### config.mk
export PLATFORM = sky130hd
export DESIGN_NAME = dcpwm_top
export DESIGN_NICKNAME = d
export VERILOG_FILES = /design/src/rtl/dcpwm_pkg.sv /design/src/rtl/dcpwm_regs.sv /design/src/rtl/dcpwm_counter.sv /design/src/rtl/dcpwm_output.sv /design/src/rtl/dcpwm_top.sv
export SDC_FILE = /design/constraint.sdc
export NUM_CORES = 1
export LEC_CHECK = 0
export BUFFER_PORTS_ARGS = -buffer_cell sky130_fd_sc_hd__buf_2
export CAP_MARGIN = 30
export CORE_MARGIN = 5
export CORE_UTILIZATION = 30
export CTS_CLUSTER_DIAMETER = 200
export DETAILED_ROUTE_END_ITERATION = 8
export SYNTH_ARGS = -nofsm -noshare
export SYNTH_HDL_FRONTEND = slang
export SYNTH_HIERARCHICAL = 1
export SYNTH_SLANG_ARGS = --single-unit
export TNS_END_PERCENT = 5
### constraint.sdc
create_clock -name clk -period 3.85 [get_ports clk]
set_clock_uncertainty 0.05 [all_clocks]
set_input_delay 0.1925 -clock clk [delete_from_list [all_inputs] [get_ports clk]]
set_output_delay 0.1925 -clock clk [all_outputs]
set_load 0.01 [all_outputs]
### src/rtl/dcpwm_pkg.sv
package dcpwm_pkg;
    typedef enum logic [1:0] {
        REG_PERIOD = 2'd0,
        REG_WIDTH  = 2'd1,
        REG_MODE   = 2'd2,
        REG_NONE   = 2'd3
    } reg_addr_e;

    localparam int MODE_EN_BIT  = 0;
    localparam int MODE_BUF_BIT = 1;
endpackage

### src/rtl/dcpwm_regs.sv
module dcpwm_regs
    import dcpwm_pkg::*;
#(
    parameter int CNT_W = 16
) (
    input  logic             clk,
    input  logic             rst_n,
    input  logic             wr_en_i,
    input  logic [1:0]       wr_addr_i,
    input  logic [CNT_W-1:0] wr_data_i,
    input  logic [1:0]       rd_addr_i,
    output logic [CNT_W-1:0] rd_data_o,
    output logic [CNT_W-1:0] period_o,
    output logic [CNT_W-1:0] width_sw_o,
    output logic             en_o,
    output logic             buf_o,
    output logic             width_wr_o,
    output logic             load_o,
    output logic             stop_o
);
    typedef struct packed {
        logic [CNT_W-1:0] period;
        logic [CNT_W-1:0] width;
        logic             en;
        logic             buff;
    } regs_t;

    regs_t q, d;
    logic  mode_wr;

    always_comb begin
        d          = q;
        mode_wr    = wr_en_i && (wr_addr_i == REG_MODE);
        width_wr_o = wr_en_i && (wr_addr_i == REG_WIDTH);
        if (wr_en_i && (wr_addr_i == REG_PERIOD)) d.period = wr_data_i;
        if (width_wr_o) d.width = wr_data_i;
        if (mode_wr) begin
            d.en   = wr_data_i[MODE_EN_BIT];
            d.buff = wr_data_i[MODE_BUF_BIT];
        end
        load_o = mode_wr && !q.en && wr_data_i[MODE_EN_BIT];
        stop_o = mode_wr && q.en && !wr_data_i[MODE_EN_BIT];
        unique case (rd_addr_i)
            REG_PERIOD: rd_data_o = q.period;
            REG_WIDTH:  rd_data_o = q.width;
            REG_MODE: begin
                rd_data_o               = '0;
                rd_data_o[MODE_EN_BIT]  = q.en;
                rd_data_o[MODE_BUF_BIT] = q.buff;
            end
            default:    rd_data_o = '0;
        endcase
    end

    always_ff @(posedge clk or negedge rst_n) begin
        if (!rst_n) q <= '0;
        else        q <= d;
    end

    assign period_o   = q.period;
    assign width_sw_o = q.width;
    assign en_o       = q.en;
    assign buf_o      = q.buff;

    assert_sw_width_kept_R2: assert property (@(posedge clk) disable iff (!rst_n)
        !(wr_en_i && (wr_addr_i == REG_WIDTH)) |=> $stable(q.width));
endmodule

### src/rtl/dcpwm_counter.sv
module dcpwm_counter #(
    parameter int CNT_W = 16
) (
    input  logic             clk,
    input  logic             rst_n,
    input  logic             tick_i,
    input  logic             en_i,
    input  logic             load_i,
    input  logic             stop_i,
    input  logic [CNT_W-1:0] period_i,
    output logic [CNT_W-1:0] cnt_next_o,
    output logic             adv_o,
    output logic             pmatch_o
);
    localparam logic [CNT_W-1:0] ONE = CNT_W'(1);

    typedef struct packed {
        logic [CNT_W-1:0] cnt;
    } cnt_t;

    cnt_t q, d;

    always_comb begin
        d        = q;
        adv_o    = 1'b0;
        pmatch_o = 1'b0;
        if (load_i) begin
            d.cnt = period_i;
        end else if (!en_i || stop_i) begin
            d.cnt = '0;
        end else if (tick_i) begin
            adv_o = 1'b1;
            if (q.cnt == ONE) begin
                pmatch_o = 1'b1;
                d.cnt    = period_i;
            end else begin
                d.cnt = q.cnt - ONE;
            end
        end
        cnt_next_o = d.cnt;
    end

    always_ff @(posedge clk or negedge rst_n) begin
        if (!rst_n) q <= '0;
        else        q <= d;
    end

    assert_hold_no_tick_R12: assert property (@(posedge clk) disable iff (!rst_n)
        (en_i && !tick_i && !load_i && !stop_i) |=> $stable(q.cnt));
    assert_reload_R3: assert property (@(posedge clk) disable iff (!rst_n)
        pmatch_o |=> (q.cnt == $past(period_i)));
endmodule

### src/rtl/dcpwm_output.sv
module dcpwm_output #(
    parameter int CNT_W = 16
) (
    input  logic             clk,
    input  logic             rst_n,
    input  logic             en_i,
    input  logic             buf_i,
    input  logic             load_i,
    input  logic             stop_i,
    input  logic             adv_i,
    input  logic             pmatch_i,
    input  logic             width_wr_i,
    input  logic [CNT_W-1:0] wr_data_i,
    input  logic [CNT_W-1:0] width_sw_i,
    input  logic [CNT_W-1:0] period_i,
    input  logic [CNT_W-1:0] cnt_next_i,
    output logic             pwm_o
);
    localparam logic [CNT_W-1:0] ONE = CNT_W'(1);

    typedef struct packed {
        logic [CNT_W-1:0] act;
        logic             out;
    } out_t;

    out_t             q, d;
    logic [CNT_W-1:0] wcmp;
    logic             hit;
    logic             xfer;

    always_comb begin
        d    = q;
        xfer = pmatch_i && buf_i;
        wcmp = xfer ? width_sw_i : q.act;
        if (width_wr_i && (!en_i || !buf_i)) d.act = wr_data_i;
        if (xfer) d.act = width_sw_i;
        hit = (wcmp != '0) && ((period_i == ONE) || (cnt_next_i == wcmp));
        if (load_i) begin
            d.out = hit;
        end else if (!en_i || stop_i) begin
            d.out = 1'b0;
        end else if (adv_i) begin
            if (hit)           d.out = 1'b1;
            else if (pmatch_i) d.out = 1'b0;
        end
    end

    always_ff @(posedge clk or negedge rst_n) begin
        if (!rst_n) q <= '0;
        else        q <= d;
    end

    assign pwm_o = q.out;

    assert_off_disabled_R11: assert property (@(posedge clk) disable iff (!rst_n)
        (!en_i && !load_i) |=> !pwm_o);
    assert_buffer_held_R10: assert property (@(posedge clk) disable iff (!rst_n)
        (en_i && buf_i && !pmatch_i) |=> $stable(q.act));
    assert_end_clear_R4: assert property (@(posedge clk) disable iff (!rst_n)
        (adv_i && pmatch_i && !stop_i && (period_i != ONE) && (wcmp != period_i)) |=> !pwm_o);
    assert_period_one_R7: assert property (@(posedge clk) disable iff (!rst_n)
        (en_i && !stop_i && adv_i && (period_i == ONE) && (wcmp != '0)) |=> pwm_o);
endmodule

### src/rtl/dcpwm_top.sv
module dcpwm_top #(
    parameter int CNT_W = 16
) (
    input  logic             clk,
    input  logic             rst_n,
    input  logic             tick_i,
    input  logic             wr_en_i,
    input  logic [1:0]       wr_addr_i,
    input  logic [CNT_W-1:0] wr_data_i,
    input  logic [1:0]       rd_addr_i,
    output logic [CNT_W-1:0] rd_data_o,
    output logic             pwm_o
);
    logic [CNT_W-1:0] period, width_sw, cnt_next;
    logic             en, buff, width_wr, load, stop, adv, pmatch;

    dcpwm_regs #(.CNT_W(CNT_W)) u_regs (
        .clk(clk), .rst_n(rst_n), .wr_en_i(wr_en_i), .wr_addr_i(wr_addr_i),
        .wr_data_i(wr_data_i), .rd_addr_i(rd_addr_i), .rd_data_o(rd_data_o),
        .period_o(period), .width_sw_o(width_sw), .en_o(en), .buf_o(buff),
        .width_wr_o(width_wr), .load_o(load), .stop_o(stop)
    );

    dcpwm_counter #(.CNT_W(CNT_W)) u_counter (
        .clk(clk), .rst_n(rst_n), .tick_i(tick_i), .en_i(en), .load_i(load),
        .stop_i(stop), .period_i(period), .cnt_next_o(cnt_next), .adv_o(adv),
        .pmatch_o(pmatch)
    );

    dcpwm_output #(.CNT_W(CNT_W)) u_output (
        .clk(clk), .rst_n(rst_n), .en_i(en), .buf_i(buff), .load_i(load),
        .stop_i(stop), .adv_i(adv), .pmatch_i(pmatch), .width_wr_i(width_wr),
        .wr_data_i(wr_data_i), .width_sw_i(width_sw), .period_i(period),
        .cnt_next_i(cnt_next), .pwm_o(pwm_o)
    );
endmodule

# After elaboration in Yosys (flattened, before gate mapping)
# Cells that the tools add are included.
[totals]
regBits = 67
out_inout_bits = 17
[op_classes]
addsub = 1
eq_ne = 7
mux = 20
n_reduce_logical = 23
[ops]
columns = ["op", "count"]
rows = [
  ["2-to-1 mux 16 bit", 7],
  ["case mux 16 bit (3 select lines)", 1],
  ["== test 16 x 1 -> 1 bit, second input constant", 2],
  ["== test 16 bit", 1],
  ["nonzero test 16 bit", 1],
  ["subtractor 16 x 1 -> 16 bit, second input constant", 1],
  ["2-to-1 mux 1 bit", 12],
  ["logical AND 1 bit", 10],
  ["== test 2 x 1 -> 1 bit, second input constant", 2],
  ["== test 2 bit, second input constant", 2],
  ["logical NOT 2 bit", 2],
  ["nonzero test 4 bit", 1],
  ["logical NOT 1 bit", 3],
  ["logical OR 1 bit", 3],
  ["nonzero test 3 bit", 1],
  ["AND reduction 2 bit", 1],
  ["nonzero test 2 bit", 1],
]

# Depth between registers and ports, before layout
# Gate-level depths: netlist of run 1.
[depth]
depth_word = 16
mapped_depth = 15
depth_no_buf = 13

# Hierarchy
# Netlist of run 1, hierarchy kept.
[modules_own_cells]
columns = ["module", "n_inst", "cells_per_inst", "area_per_inst_um2"]
rows = [
  ["dcpwm_regs", 1, 113, 1572.8],
  ["dcpwm_output", 1, 172, 1395.1],
  ["dcpwm_counter", 1, 127, 1111.1],
]

# Worst setup path after synthesis of run 1
# No wires, ideal clock.
[synth_timing]
path_kind = "register to register"
from = "register u_counter/q[1] in the netlist's numbering"
to = "register u_output.q, in the netlist u_output/pwm_o"
setup_ns = 0.080
arrival_ns = 3.159
t_required_ns = 3.720
slack_ns = 0.561
path_stages_with_launch = 15
path_buffers = 1
period_less_slack_ns = 3.289
path_cell_list = "dfrtp_1 inv_1 ha_1 or3b_2 nor4_4 a31o_4 buf_8 nand2_1 o21ai_0 xor2_1 a221o_1 nor4_2 o22ai_1 o31a_1 nor3_2"
[synth_between]
word_cells_on_any_way = 22
[synth_lines]
columns = ["element", "line_no", "rtl"]
rows = [
  ["start, declared", "dcpwm_counter.sv:21", "cnt_t q, d;"],
  ["start signal, assigned", "dcpwm_counter.sv:44", "if (!rst_n) q <= '0;"],
  ["start signal, assigned", "dcpwm_counter.sv:45", "else q <= d;"],
  ["subtractor 16 x 1 -> 16 bit or == test 16 x 1 -> 1 bit (tied branches)", "dcpwm_counter.sv:37, dcpwm_counter.sv:33", ""],
  ["2-to-1 mux 16 bit *", "dcpwm_counter.sv:33", "if (q.cnt == ONE) begin"],
  ["2-to-1 mux 16 bit *", "dcpwm_counter.sv:31", "end else if (tick_i) begin"],
  ["2-to-1 mux 16 bit *", "dcpwm_counter.sv:29", "end else if (!en_i || stop_i) begin"],
  ["2-to-1 mux 16 bit *", "dcpwm_counter.sv:27", "if (load_i) begin"],
  ["via cnt_next[8]", "dcpwm_top.sv:14", "logic [CNT_W-1:0] period, width_sw, cnt_next;"],
  ["== test 16 bit *", "dcpwm_output.sv:37", "hit = (wcmp != '0) && ((period_i == ONE) || (cnt_next_i == wcmp));"],
  ["logical OR 1 bit *", "dcpwm_output.sv:37", ""],
  ["logical AND 1 bit *", "dcpwm_output.sv:37", ""],
  ["2-to-1 mux 1 bit", "dcpwm_output.sv:43", "if (hit) d.out = 1'b1;"],
  ["2-to-1 mux 1 bit", "dcpwm_output.sv:42", "end else if (adv_i) begin"],
  ["2-to-1 mux 1 bit", "dcpwm_output.sv:40", "end else if (!en_i || stop_i) begin"],
  ["2-to-1 mux 1 bit", "dcpwm_output.sv:38", "if (load_i) begin"],
  ["end signal, assigned", "dcpwm_output.sv:49", "if (!rst_n) q <= '0;"],
  ["end signal, assigned", "dcpwm_output.sv:50", "else q <= d;"],
  ["end, declared", "dcpwm_output.sv:26", "out_t q, d;"],
]
# The timed path passes the listed nets; every way through them passes the cells marked *. The select of a mux whose other input is x is not followed.
# A chain may end at the register's enable or synchronous reset.

# Worst setup path after layout of run 1
# Same ends and word-level chain as after synthesis.

==> results.cfg, run 1 <==
[power]
vdd_drop_max_mv = 0.293
p_per_area_mw_per_mm2 = 713
p_leak_nw = 2.04

[outcome]
outcome = complete, no violations

[sta]
slew_viol_final = 0
setup_viol = 0
slew_headroom = 0.314
rsz0062_at_grt = no
worstMarginPinSlew_ns = 1.03
fin_tns_setup_ns = 0
fmax_mhz = 279
hold_viol = 0
finalCriticalPeriod_ns = 3.58
post-route-period-util = 0.929

[cells_and_area]
num_antenna_cells = 0
drive_gt1_frac = 0.263
final_common_cell = dfrtp_1
mostFrequentLayoutCells = dfrtp_1, buf_2, nand2_1
nets = 483
stdcell_area_mm2 = 0.00479
syn2layout_area_growth_pct = 17.5

[worst_hold_path]
whs_endpoint = u_regs/width_sw_o[6]$_DFFE_PN0P_
hold_class = in -> reg
hold_depth = 2
holdCritStartpoint = wr_data_i[6]

[global_routing]
overflow = 0
grt_pass1_wl_mm = 19.9
antenna_found_initial = 0
grt_usage = 0.157
grt_pass1_vias = 3623
grt_max_degree = 35

[routing]
drc_errors = 0
post_drt_via_cell_ratio = 5.52
drt-wirelength-per-cell_um = 19.3
drt_iter0_markers = 246
vias = 3513
first_pass_iters = 4
antenna_left = 0
wl_mm = 12.2

[yosys]
syn_nets = 438
ys_ff_latch = 67
ys.flop_type = dfrtp_1
ys_seq_area_frac = 0.411
synth_warnings = 6
netlist-cell-type-count = 70
syn_area_mm2 = 0.00408
async_reset_ff_frac = 1.00
synth.avg_cell_area_um2 = 9.90
synth-edff-count = 0
syn_inst = 412

[setup_path]
rr_endpoint = u_output/pwm_o$_DFFE_PN0P_
critPathArrivalTime_ns = 3.78
start_kind = flop
critPathMaxFanout = 15
worstRegToRegCells = 13
crit_type = reg -> reg
r2r_slack_ns = 0.27
r2r-start = u_counter/q[1]$_DFF_PN0_
cp-end-kind = flop
worst_ep_required_time_ns = 4.05

[placed_design]
place_congestion = 0.913
io_buffers = 40
hpwl_mm = 9.19
postPlaceCellArea_mm2 = 0.00447

[clock_network]
clockBufferDepth = 2
cts_buffers = 9
cts_setup_buffers = 0
clk_latency_ns = 0.33
cts.sinks = 67
h-tree-depth = 3
clk_pin_slew_ns = 0.05
ctsRootBufferMaster = clkbuf_16
cts_tree = done

[floorplanning]
dieWidth_um = 127
fp.coreArea_mm2 = 0.0133
initial_core_util = 0.307
die_area_mm2 = 0.0160
row_count = 42
die_h_um = 127
io_pins = 41

[flow_run]
cap_viol_max_count = 0
==> cell type report <==
cell class	count	area, um2
Tap cell	176	220
Clock buffer	12	267
Sequential cell	67	1680
Timing Repair Buffer	53	313
Clock inverter	2	35.0
Fill cell	1327	8500
Multi-Input combinational cell	301	2190
Inverter	25	93.8
==> sequential cells by signal, indices dropped and copies added (netlist names) <==
| register | cells |
|---|---|
| u_output/q | 16 |
| u_regs/width_sw_o | 16 |
| u_regs/buf_o | 1 |
| u_counter/q | 16 |
| u_regs/period_o | 16 |
| u_regs/en_o | 1 |
| u_output/pwm_o | 1 |
==> kinds of logic after synthesis <==
| logic type | after synthesis | share of synthesized area |
|---|---|---|
| compound gates | 90 | 0.157 |
| fa+ha+maj | 2 | 0.00613 |
| flops | 67 | 0.411 |
| mux | 64 | 0.169 |
| xor+xnor | 8 | 0.0172 |
| buf+inv | 44 | 0.0552 |
| simple gates | 137 | 0.185 |
==> synthesized netlist by cell type (2+ instances only) <==
cell type | n | area share
nor3_1 | 13 | 0.016
dfrtp_1 | 67 | 0.41
mux2_2 | 34 | 0.094
o22ai_1 | 8 | 0.012
buf_4 | 4 | 0.0074
or3b_2 | 3 | 0.0064
nand3_1 | 8 | 0.0098
buf_2 | 5 | 0.0061
nand3b_1 | 2 | 0.0037
ha_1 | 2 | 0.0061
nand2_1 | 37 | 0.034
a31oi_1 | 2 | 0.0031
a32oi_1 | 5 | 0.011
nor2_1 | 30 | 0.028
mux2i_1 | 29 | 0.071
a21oi_1 | 14 | 0.017
or4_1 | 3 | 0.0055
a41oi_1 | 2 | 0.0043
nor3b_1 | 4 | 0.0074
buf_6 | 2 | 0.0055
nand2b_1 | 4 | 0.0061
o211ai_2 | 2 | 0.0061
a211oi_1 | 4 | 0.0074
o211ai_1 | 2 | 0.0037
buf_8 | 2 | 0.0074
inv_1 | 25 | 0.023
xor2_1 | 4 | 0.0086
o31ai_1 | 2 | 0.0037
clkbuf_1 | 5 | 0.0046
nor4_1 | 18 | 0.028
o21ai_0 | 23 | 0.028
o2bb2ai_1 | 5 | 0.011
xnor2_1 | 4 | 0.0086
a221oi_1 | 2 | 0.0043
==> what timing repair did <==
action,CTS,global route
resized for setup,0,1
setup endpoints to repair,0,1
endpoints found under the hold margin,9,0
hold buffers,1,0
==> stage by stage <==
| stage | hold WS, ns | cells | power, mW | setup slack [ns] | util |
|---|---|---|---|---|---|
| after floorplan | -0.153 | 412 | 2.11 | 0.561 | - |
| after global routing | 0.0762 | 636 | 3.63 | 0.0343 | 0.360 |
| after global placement | 0.367 | 620 | 2.55 | 0.173 | 0.335 |
| final | 0.0783 | 636 | 3.42 | 0.272 | 0.360 |
| after detailed placement | 0.0481 | 621 | 2.56 | 0.169 | 0.337 |
| after CTS | 0.0610 | 636 | 3.41 | 0.238 | 0.360 |
==> critical path, cell delays in order (launching register included) <==
cell and delay (ns):
dfrtp_1 0.39, inv_1 0.11, ha_1 0.17, or3b_2 0.47, nor4_4 0.28, buf_4 0.21
a31o_4 0.27, nand2_1 0.07, o21ai_0 0.26, o22ai_1 0.14, a2111oi_0 0.40, o211ai_1 0.19
o31a_1 0.33, nor3_2 0.12
==> how the worst max path moves through the flow <==
| stage | from | end | slack (ns) |
|---|---|---|---|
| after global routing | u_regs/en_o$_DFFE_PN0N_ | u_output/pwm_o$_DFFE_PN0P_ | 0.03 |
| after floorplan | u_counter/q[1]$_DFF_PN0_ | u_output/pwm_o$_DFFE_PN0P_ | 0.56 |
| final | u_counter/q[1]$_DFF_PN0_ | u_output/pwm_o$_DFFE_PN0P_ | 0.27 |
| after detailed placement | wr_addr_i[0] | u_output/pwm_o$_DFFE_PN0P_ | 0.17 |
| after global placement | wr_addr_i[0] | u_output/pwm_o$_DFFE_PN0P_ | 0.17 |
| after CTS | u_regs/en_o$_DFFE_PN0N_ | u_output/pwm_o$_DFFE_PN0P_ | 0.24 |
==> per-layer routing <==
layer	up-vias	global-route usage	share of wire
met4	0	0.0549	0.019
met2	118	0.250	0.48
met5	-	0	0
met3	18	0.0387	0.059
met1	1755	0.207	0.44
li1	1622	-	-
==> power by group <==
part           total [mW]  internal (mW)  switching, mW
Sequential           1.22          0.922          0.297
Combinational        1.37          0.589          0.780
Clock               0.828          0.545          0.283
Total                3.42           2.06           1.36
Note: power is estimated with default switching activity, not from simulation.
==> run 2, diff against run 1 <==
Settings changed: ABC_AREA set to 1.
Clock period 3.85 ns to 3.46 ns, I/O delays scaled along.
==> run 2 against run 1 <==
Sequential share of layout area shrank 4.3 points. Sequential power shrank 11%. Power decreased by 13%. Clock power grew 9.8%. Critical path depth is 6 higher. Maximum frequency rose by 25%. Worst setup slack better by 0.33 ns. First-iteration DRC count is 73% higher. Core utilization decreased by 1.7 points. Sequential cell count is the same. Critical path type unchanged. Critical endpoint unchanged. Largest cell class unchanged. Highest routed layer unchanged.
==> results.cfg, run 2 <==
[setup_path]
crit_type = reg -> reg
cp_top_family = simple AND/OR/NAND/NOR gates
max_stage_delay_ns = 0.35
start_kind = flop
worst_ep_required_time_ns = 3.67
r2r-start = u_counter/q[1]$_DFF_PN0_
r2r_slack_ns = 0.60
cp-end-kind = flop
critPathBufInv = 3
critPathMaxFanout = 27
worstRegToRegCells = 19
timing.critical_path.mode_cell = nand2_1
rr_endpoint = u_output/pwm_o$_DFFE_PN0P_
slowest_stage = dfrtp_1
cp.depth = 19
critPathArrivalTime_ns = 3.07
crit_chain = inv_1 -> ha_1 -> inv_1 -> nor2_1 -> nand3_1 -> nor2_2 -> nand2_2 -> nor2_2 -> buf_4 -> nand3_1 -> nand3b_1 -> nand2_1 -> nor2_1 -> nand2_1 -> nor2_1 -> nand2_1 -> nand2_1 -> nand2_1 -> a21oi_2

[routing]
vias = 4819
wl_mm = 14.4
drt-wirelength-per-cell_um = 14.6
antenna_left = 0
drc_errors = 0
post_drt_via_cell_ratio = 4.89
drt_iter0_markers = 425
first_pass_iters = 5

[floorplanning]
row_count = 46
initial_core_util = 0.305
die_area_mm2 = 0.0188
dieWidth_um = 137
fp.coreArea_mm2 = 0.0159
io_pins = 41
die_h_um = 137

[clock_network]
cts_setup_buffers = 0
cts_hold_buf = 1
ctsRootBufferMaster = clkbuf_16
cts.sinks = 67
clk_pin_slew_ns = 0.06
cts_buffers = 9
h-tree-depth = 3
post_cts_resize_count = 0
clk_latency_ns = 0.33
cts_tree = done
clockBufferDepth = 2

[global_routing]
grt_pass1_wl_mm = 23.5
grt_usage = 0.159
grt_pass1_vias = 4391
antenna_found_initial = 0
grt_max_degree = 49
overflow = 0

[yosys]
synth_warnings = 6
synth.avg_cell_area_um2 = 6.57
async_reset_ff_frac = 1.00
synth-edff-count = 0
synth.area.top_cells = dfrtp_1, nand2_1, nand3_1
synth_most_common_cell = nand2_1
ys.flop_type = dfrtp_1
yosysTopAreaCell = dfrtp_1
ys_ff_latch = 67
syn_area_mm2 = 0.00484
synth_top_area_frac = 0.346
syn_inst = 737
syn_nets = 763
netlist-cell-type-count = 34
ys_seq_area_frac = 0.346
yosys-top-cells-count = nand2_1, nand3_1, dfrtp_1, inv_1, nor2_1

[power]
p_per_area_mw_per_mm2 = 544
p_leak_nw = 2.88
vdd_drop_max_mv = 0.211

[sta]
fin_tns_setup_ns = 0
slew_headroom = 0.559
hold_viol = 0
setup_viol = 0
worstMarginPinSlew_ns = 0.660
slew_viol_final = 0
post-route-period-util = 0.826
fmax_mhz = 350
hold_slack_ns = 0.0779
finalCriticalPeriod_ns = 2.86
rsz0062_at_grt = no

[worst_hold_path]
hold_depth = 3
hold_class = in -> reg
holdCritStartpoint = wr_data_i[6]
whs_endpoint = u_regs/period_o[6]$_DFFE_PN0P_

[placed_design]
place_congestion = 0.858
io_buffers = 40
postPlaceCellArea_mm2 = 0.00514
hpwl_mm = 10.8

[cells_and_area]
num_antenna_cells = 0
mostFrequentLayoutCells = nand2_1, nand3_1, inv_1, dfrtp_1, nor2_1
nets = 790
stdcell_area_mm2 = 0.00546
syn2layout_area_growth_pct = 12.7
drive_gt1_frac = 0.148
final_common_cell = nand2_1

[flow_run]
cap_viol_max_count = 0

[outcome]
outcome = complete, no violations
[run 2: worst max path at each step]
| stage | from | end | slack [ns] |
|---|---|---|---|
| floorplan | u_regs/en_o$_DFFE_PN0N_ | u_output/pwm_o$_DFFE_PN0P_ | 1.05 |
| global placement | u_counter/q[1]$_DFF_PN0_ | u_output/q[8]$_DFFE_PN0P_ | 0.64 |
| detailed placement | u_counter/q[1]$_DFF_PN0_ | u_output/q[8]$_DFFE_PN0P_ | 0.61 |
| CTS | u_counter/q[1]$_DFF_PN0_ | u_output/q[8]$_DFFE_PN0P_ | 0.60 |
| global route | u_counter/q[1]$_DFF_PN0_ | u_output/pwm_o$_DFFE_PN0P_ | 0.26 |
| finish | u_counter/q[1]$_DFF_PN0_ | u_output/pwm_o$_DFFE_PN0P_ | 0.60 |
[run 2: worst reg2reg max path, cell delays in order (launching register included)]
cell and delay (ns):
dfrtp_1 0.35, inv_1 0.14, ha_1 0.21, inv_1 0.05, nor2_1 0.08, nand3_1 0.08, nor2_2 0.12, nand2_2 0.20
nor2_2 0.25, buf_4 0.33, nand3_1 0.19, nand3b_1 0.12, nand2_1 0.06, nor2_1 0.13, nand2_1 0.06, nor2_1 0.10
nand2_1 0.05, nand2_1 0.05, nand2_1 0.06, a21oi_2 0.10
[run 2: cells by family (layout without fill, tap and decap cells)]
kind of cell	Yosys count	in the layout	share of synthesized area
AO/OA/AOI/OAI	59	59	0.0623
XOR/XNOR	3	3	0.00543
adder cells (fa/ha/maj)	2	2	0.00517
buffers and inverters	109	141	0.108
flip-flops	67	67	0.346
AND/OR/NAND/NOR	497	497	0.473
[run 2: final cells by class]
| type | instances | area (um2) |
|---|---|---|
| clock buffers | 13 | 280 |
| clock inverters | 3 | 20.0 |
| fillers | 1803 | 10400 |
| inverters | 74 | 279 |
| multi-input cells | 561 | 2640 |
| flip-flops and latches | 67 | 1680 |
| well taps | 216 | 270 |
| repair buffers | 51 | 285 |
[run 2: stage by stage]
step / setup WS, ns / total power [mW] / utilization / std cells
after CTS: 0.599 / 2.98 / 0.343 / 985
after floorplan: 1.05 / 1.79 / - / 737
after global placement: 0.645 / 2.06 / 0.324 / 968
after global routing: 0.258 / 3.17 / 0.343 / 985
final: 0.602 / 2.97 / 0.343 / 985
after detailed placement: 0.609 / 2.06 / 0.324 / 968
[run 2: per-layer routing]
layer | global-route usage | wire length, um | vias to the layer above
met5 | 0 | 0 | -
met4 | 0.0349 | 140 | 0
met3 | 0.0221 | 645 | 14
met2 | 0.252 | 6750 | 116
met1 | 0.231 | 6890 | 2265
li1 | - | - | 2424
[run 2: power by group]
part	total (mW)	switching, mW	leakage, nW	internal [mW]
clock	0.909	0.347	0.144	0.562
combinational	0.974	0.630	1.90	0.344
sequential	1.08	0.163	0.836	0.922
total	2.97	1.14	2.88	1.83
